===== src/rtl/regkey_unlock_pkg.sv =====
// Shared types for the two-key write unlock gate.
// Assumes: one bus write per clock at most; byte offsets on the address bus.
package regkey_unlock_pkg;

    // Sequence checker states.
    typedef enum logic [1:0] {
        SEQ_IDLE  = 2'd0,
        SEQ_ARMED = 2'd1,
        SEQ_OPEN  = 2'd2
    } seq_state_e;

    // Classification of one bus write against the two kick addresses.
    typedef struct packed {
        logic first_key;    // first kick address, matching key
        logic first_other;  // first kick address, any other value
        logic second_key;   // second kick address, matching key
        logic second_other; // second kick address, any other value
    } kick_hit_t;

endpackage


===== src/rtl/kick_decoder.sv =====
// Classifies each bus write against the two kick addresses and their keys.
// Assumes: addresses and keys are compile-time constants; purely combinational.
module kick_decoder
    import regkey_unlock_pkg::*;
#(
    parameter int ADDR_W = 12,
    parameter int DATA_W = 32,
    parameter logic [ADDR_W-1:0] FIRST_OFS  = 'h70,
    parameter logic [ADDR_W-1:0] SECOND_OFS = 'h74,
    parameter logic [DATA_W-1:0] FIRST_KEY  = 'h83E70B13,
    parameter logic [DATA_W-1:0] SECOND_KEY = 'h95A4F1E0
) (
    input  logic              we,
    input  logic [ADDR_W-1:0] addr,
    input  logic [DATA_W-1:0] wdata,
    output kick_hit_t         hit,
    output logic              any_kick
);

    logic at_first;
    logic at_second;

    // Address match for each kick register.
    always_comb begin
        at_first  = we && (addr == FIRST_OFS);
        at_second = we && (addr == SECOND_OFS);
    end

    // Split each kick write into key match or mismatch.
    always_comb begin
        hit.first_key    = at_first  && (wdata == FIRST_KEY);
        hit.first_other  = at_first  && (wdata != FIRST_KEY);
        hit.second_key   = at_second && (wdata == SECOND_KEY);
        hit.second_other = at_second && (wdata != SECOND_KEY);
        any_kick         = at_first || at_second;
    end

endmodule


===== src/rtl/unlock_seq.sv =====
// Holds the lock state and walks the two-key sequence.
// Assumes: kick hits are mutually exclusive; synchronous active-low reset.
module unlock_seq
    import regkey_unlock_pkg::*;
(
    input  logic      clk,
    input  logic      rst_n,
    input  kick_hit_t hit,
    output logic      is_open
);

    seq_state_e state_q;
    seq_state_e state_d;

    // Next-state selection from the current state and this cycle's kick write.
    always_comb begin
        state_d = state_q;
        unique case (state_q)
            SEQ_IDLE: begin
                if (hit.first_key) state_d = SEQ_ARMED;
            end
            SEQ_ARMED: begin
                if (hit.second_key)
                    state_d = SEQ_OPEN;
                else if (hit.first_other || hit.second_other)
                    state_d = SEQ_IDLE;
            end
            SEQ_OPEN: begin
                if (hit.first_other) state_d = SEQ_IDLE;
            end
            default: state_d = SEQ_IDLE;
        endcase
    end

    // State register; reset leaves the block locked.
    always_ff @(posedge clk) begin
        if (!rst_n) state_q <= SEQ_IDLE;
        else        state_q <= state_d;
    end

    // Open flag seen by the write gate and status word.
    always_comb is_open = (state_q == SEQ_OPEN);

endmodule


===== src/rtl/wr_gate.sv =====
// Passes bus writes to the protected registers only while open, never kick writes.
// Assumes: the open flag is registered, so the gate adds no loop.
module wr_gate (
    input  logic we,
    input  logic is_kick,
    input  logic is_open,
    output logic prot_we
);

    // Forward the strobe only for non-kick writes while open.
    always_comb prot_we = we && is_open && !is_kick;

endmodule


===== src/rtl/regkey_unlock_gate.sv =====
// Top of the two-key write unlock gate: decoder, sequence checker, write gate
// and the status word merged into the general control register read.
// Assumes: the protected registers sit outside and use prot_we as their strobe.
module regkey_unlock_gate
    import regkey_unlock_pkg::*;
#(
    parameter int ADDR_W     = 12,
    parameter int DATA_W     = 32,
    parameter int OPEN_BIT   = 23,
    parameter logic [ADDR_W-1:0] FIRST_OFS  = 'h70,
    parameter logic [ADDR_W-1:0] SECOND_OFS = 'h74,
    parameter logic [DATA_W-1:0] FIRST_KEY  = 'h83E70B13,
    parameter logic [DATA_W-1:0] SECOND_KEY = 'h95A4F1E0
) (
    input  logic              clk,
    input  logic              rst_n,
    input  logic              bus_we,
    input  logic [ADDR_W-1:0] bus_addr,
    input  logic [DATA_W-1:0] bus_wdata,
    output logic              prot_we,
    output logic [DATA_W-1:0] ctl_status
);

    kick_hit_t hit;
    logic      any_kick;
    logic      is_open;

    kick_decoder #(
        .ADDR_W(ADDR_W), .DATA_W(DATA_W),
        .FIRST_OFS(FIRST_OFS), .SECOND_OFS(SECOND_OFS),
        .FIRST_KEY(FIRST_KEY), .SECOND_KEY(SECOND_KEY)
    ) u_dec (
        .we(bus_we), .addr(bus_addr), .wdata(bus_wdata),
        .hit(hit), .any_kick(any_kick)
    );

    unlock_seq u_seq (
        .clk(clk), .rst_n(rst_n), .hit(hit), .is_open(is_open)
    );

    wr_gate u_gate (
        .we(bus_we), .is_kick(any_kick), .is_open(is_open), .prot_we(prot_we)
    );

    // Status word: only the open bit is driven, the rest read zero.
    always_comb begin
        ctl_status           = '0;
        ctl_status[OPEN_BIT] = is_open;
    end

endmodule


===== config.mk =====
export PLATFORM = sky130hd
export DESIGN_NAME = regkey_unlock_gate
export DESIGN_NICKNAME = d
export VERILOG_FILES = /design/src/rtl/regkey_unlock_pkg.sv /design/src/rtl/kick_decoder.sv /design/src/rtl/unlock_seq.sv /design/src/rtl/wr_gate.sv /design/src/rtl/regkey_unlock_gate.sv
export SDC_FILE = /design/constraint.sdc
export NUM_CORES = 1
export LEC_CHECK = 0
export ABC_AREA = 0
export BUFFER_PORTS_ARGS = -buffer_cell sky130_fd_sc_hd__clkbuf_2
export CAP_MARGIN = 20
export CORE_MARGIN = 3
export CORE_UTILIZATION = 27
export CTS_CLUSTER_SIZE = 28
export DETAILED_ROUTE_END_ITERATION = 16
export HOLD_SLACK_MARGIN = 0.03
export PLACE_DENSITY = 0.84
export SLEW_MARGIN = 20
export SYNTH_ARGS = -nofsm -noshare
export SYNTH_HDL_FRONTEND = slang
export SYNTH_SLANG_ARGS = --single-unit

===== constraint.sdc =====
create_clock -name clk -period 1.1 [get_ports clk]
set_input_delay 0.055 -clock clk [delete_from_list [all_inputs] [get_ports clk]]
set_output_delay 0.055 -clock clk [all_outputs]
set_load 0.01 [all_outputs]

# Yosys cells after proc, flatten, opt, wreduce, memory -nomap -nowiden
# Index checks and enable logic that the tools add are counted.
[word_totals]
out_inout_bits = 33
inputBits = 47
mem_bits_rw = 0
mem_count = 0
reg_bits = 2
romBits = 0
latchBits = 0
wordCells = 30
[op_classes]
n_div = 0
n_reduce_logical = 13
eq_ne = 11
addsub = 0
shift = 0
bitwise_logic = 0
multipliers = 0
n_mux = 5
order_cmp = 0
[op_table]
columns = ["operator", "n"]
rows = [
  ["32-bit equality test (second input constant)", 2],
  ["32-bit inequality test (second input constant)", 2],
  ["12-bit by 7-bit equality test with 1-bit output (second input constant)", 2],
  ["1-bit logical AND", 8],
  ["2-bit two-way mux", 4],
  ["2-bit one-hot mux with 3 select lines", 1],
  ["2-bit inequality test (second input constant)", 2],
  ["3-bit by 2-bit inequality test with 1-bit output (second input constant)", 1],
  ["3-bit AND reduction", 1],
  ["2-bit by 1-bit equality test with 1-bit output (second input constant)", 1],
  ["2-bit equality test (second input constant)", 1],
  ["2-bit zero test", 1],
  ["1-bit logical OR", 2],
  ["1-bit zero test", 1],
]

# Longest topological paths before layout
[logic_depth]
depth_word = 7
mapped_depth = 4
mapped_depth_nobuf = 4

# Modules after synthesis
# Synthesis repeated with hierarchy kept, for this count alone.
[hier_totals]
hier_cells = 72
area_unflattened_um2 = 599.3
[by_module_without_submodules]
columns = ["module", "cells_each", "n_inst", "seq_area_each_um2", "area_each_um2"]
rows = [
  ["kick_decoder", 28, 1, 0.0, 247.7],
  ["regkey_unlock_gate", 33, 1, 0.0, 244.0],
  ["unlock_seq", 10, 1, 40.0, 98.8],
  ["wr_gate", 1, 1, 0.0, 8.8],
]

# Worst setup path after synthesis
# Ideal clock, no wire load.
[synth_timing]
path_type = "register to register"
startpoint = "register u_seq.state_q[1]"
endpoint = "register u_seq.state_q[1]"
arrival_ns = 0.928
setup_slack_ns = 0.053
t_required_ns = 0.980
synth_period_minus_slack_ns = 1.047
setup_ns = 0.120
path_buffers = 0
stages_incl_launch_ff = 5
cell_sequence = "dfxtp_1 nor2b_1 and2_2 o21a_1 a211o_1"
[synth_between]
elab_chain_len = 3
word_cells_on_any_way = 8
cone_classes = "5 x eq/ne; 1 x mux; 2 x reduce/logical"
[synth_rtl]
columns = ["element", "line_no", "rtl"]
rows = [
  ["from (decl)", "unlock_seq.sv:12", "seq_state_e state_q;"],
  ["from (signal assigned)", "unlock_seq.sv:38", "else state_q <= state_d;"],
  ["2-bit equality test (*)", "n/a", ""],
  ["via is_open", "regkey_unlock_gate.sv:26", "logic is_open;"],
  ["2-bit inequality test (no line)", "n/a", ""],
  ["3-bit AND reduction (no line)", "n/a", ""],
]
# Mark *: on every way through the listed nets, which the timed path passes. The rest lies on a longest branch.
# A chain may end at the register's enable or synchronous reset.

# Worst setup path in the final report
[layout_timing]
startpoint = "register u_seq.state_q[1]"
endpoint = "output port prot_we"
[layout_between]
elab_chain_len = 3
[layout_rtl]
columns = ["element", "line_no", "rtl"]
rows = [
  ["2-bit equality test", "unlock_seq.sv:42", "always_comb is_open = (state_q == SEQ_OPEN);"],
  ["1-bit logical AND (2 in a row)", "wr_gate.sv:11", "always_comb prot_we = we && is_open && !is_kick;"],
  ["to (decl)", "regkey_unlock_gate.sv:20", "output logic prot_we,"],
]
# No other way between the ends.

==> reports/results.ini <==
[status]
outcome = completed

[synthesis]
synth.distinct_cells = 25
ys_async_sr_fraction_pct = 0
avgSynthCellArea_um2 = 8.23
yosys_warnings = 0
synth_top_flop_cell = dfxtp_1
yosysSeqAreaShare_pct = 7.05
synth_edf_count = 0
synth_top_area_share_pct = 42.3
synth_area_um2 = 568
synth.area.top_cells = buf_4, dfxtp_1, nor4b_1, and4bb_1, nor4_2
netlist.top_cell.by_area = buf_4
syn_inst = 69
ys_seq_elements = 2

[drt]
routed_wl_mm = 1.68
routed_via_density = 4.14
highest_layer = met3
drtIter0Drc = 10
drc = 0
wl_met1_um = 556
wl_met2_um = 912
wl_met3_um = 214
drtAntennaViolNets = 0
via_count = 605
dr.pass1.iters = 4
drt-wirelength-per-cell_um = 11.5

[final_layout]
final_common_cell = clkbuf_2
regMostFlops = u_seq.state_q
antenna_cells = 0
final_cell_mix = clkbuf_2, conb_1, nor4b_1
final_cell_count_no_fill = 146
drive_above_1_share_pct = 55.4
largest_reg_flops = 2
nets = 170
area_growth_pct = 39.2
reg.largest.list = u_seq.state_q (2)

[timing]
setup_viol = 0
rsz0062_at_grt = true
clock_skew_ns = 0.00358
fmax_mhz = 910
finalHoldViolCount = 0
fin_crit_sh_pct = 99.9
finalMaxSlewViolations = 0
period_needed_ns = 1.10
finalSetupTns_ns = 0

[clock_tree]
cts_buffers = 3
cts_tree = yes
clock_latency_ns = 0.22
hold_buffers = 0
clock_path_buffers = 2
clkTransAtPathRegs_ns = 0.03
htree_levels = 1
cts_sinks = 2
clock-root-buffer = clkbuf_4
post_cts_buffers = 0

[critical_path]
cp_top_family = flip-flops
crit_required_ns = 1.04
reg2reg_depth = 4
path_cells = nor2b_4 > buf_6 > and3_4 > buf_6
cp-end-kind = primary output
cp_num_buf_inv = 2
crit_fanout = 2
path_class = reg -> out
cp-start-kind = flop
crit_slowest_cell = dfxtp_2
r2r_slack_ns = 0.03
cp-startpoint = u_seq.state_q[1]
slowest_delay_ns = 0.31
path_depth = 4
cp-endpoint = prot_we
r2r-start = u_seq.state_q[0]
cp.arrival_ns = 1.04
worstReg2RegEnd = u_seq.state_q[1]
crit_path_frequent_cell = buf_6

[floorplanning]
core_um2 = 1860
die_w_um = 51.9
fp.dieArea_um2 = 2690
die_h_um = 51.9
start_util_pct = 30.6
ios = 80
rows = 15

[flow_run]
drv_cap = 0

[global_routing]
grt_pass1_wl_mm = 2.32
grt_pass1_vias = 567
overflow = 0
grt_max_degree = 6
track_usage_pct = 11.5
antenna_found_initial = 0

[placement]
port_buffers = 48
placed_cells = 143
place.gp.congestion = 0.715
hpwl_mm = 1.50

[power]
power.density_nw_per_um2 = 514
p_leak_nw = 0.449
power_uw = 407
ir_drop_mv = 0.222

[worst_hold_path]
min_path_type = in -> reg

[Yosys cell counts, drive strengths merged, types with 2 or more instances]
cell / count
nor4b: 4
nor4: 3
nor2b: 2
nor2: 3
nand2: 2
nor4bb: 2
nand4b: 2
and4bb: 2
buf: 32
dfxtp: 2
and4b: 2
nand4: 3
[worst min-delay path: cells and delay by family]
family / cells / cell delay (ns)
buffers and inverters: 1 / 0.11
AO/OA/AOI/OAI: 1 / 0.12
AND/OR/NAND/NOR: 1 / 0.11
[logic make-up after synthesis]
logic type | share of synthesized area (%)
buffers and inverters | 42.3
and+or+nand+nor | 45.4
AOI/OAI and AO/OA | 4.63
DFF | 7.05
other | 0.660
[what timing repair did]
item | CTS | global route
resized for setup | 4 | 7
setup endpoints to repair | 2 | 3
pin swaps | 1 | 2
hold endpoints to repair | 0 | 0
[stage by stage]
stage	hold slack (ns)	instance area (µm²)	util, %	setup WS, ns
floorplan	0.264	681	-	0.0526
global placement	0.397	734	39.5	-0.0349
detailed placement	0.421	734	39.5	-0.138
CTS	0.186	767	41.3	-0.00404
global route	0.235	791	42.6	-0.0417
finish	0.206	791	42.6	0.00119
[final cells by class]
cell class | count | area (µm²)
Tap cell | 25 | 31.3
Fill cell | 190 | 1070
Multi-Input combinational cell | 65 | 422
Sequential cell | 2 | 42.5
Timing Repair Buffer | 51 | 273
Clock buffer | 3 | 22.5
[metal layers]
layer / vias up / track usage [%]
met5: - / 0
met4: 0 / 4.37
met3: 0 / 3.72
met2: 45 / 22.8
li1: 295 / -
met1: 265 / 10.5
[how the worst min path moves through the flow]
stage	start	to	depth (start not counted)
floorplan	bus_addr[2]	u_seq.state_q[1]	2
global placement	bus_addr[2]	u_seq.state_q[1]	3
detailed placement	bus_addr[2]	u_seq.state_q[1]	3
CTS	bus_addr[2]	u_seq.state_q[1]	3
global route	bus_addr[2]	u_seq.state_q[1]	3
finish	bus_addr[2]	u_seq.state_q[0]	3
[where the power goes]
part	leakage [nW]	internal [mW]	switching (mW)	total [mW]
Clock	0.0138	0.120	0.0413	0.162
Sequential	0.0171	0.0731	0	0.0731
Combinational	0.418	0.0779	0.0941	0.172
Total	0.449	0.271	0.135	0.407
Power figures use the tool's default switching activity.
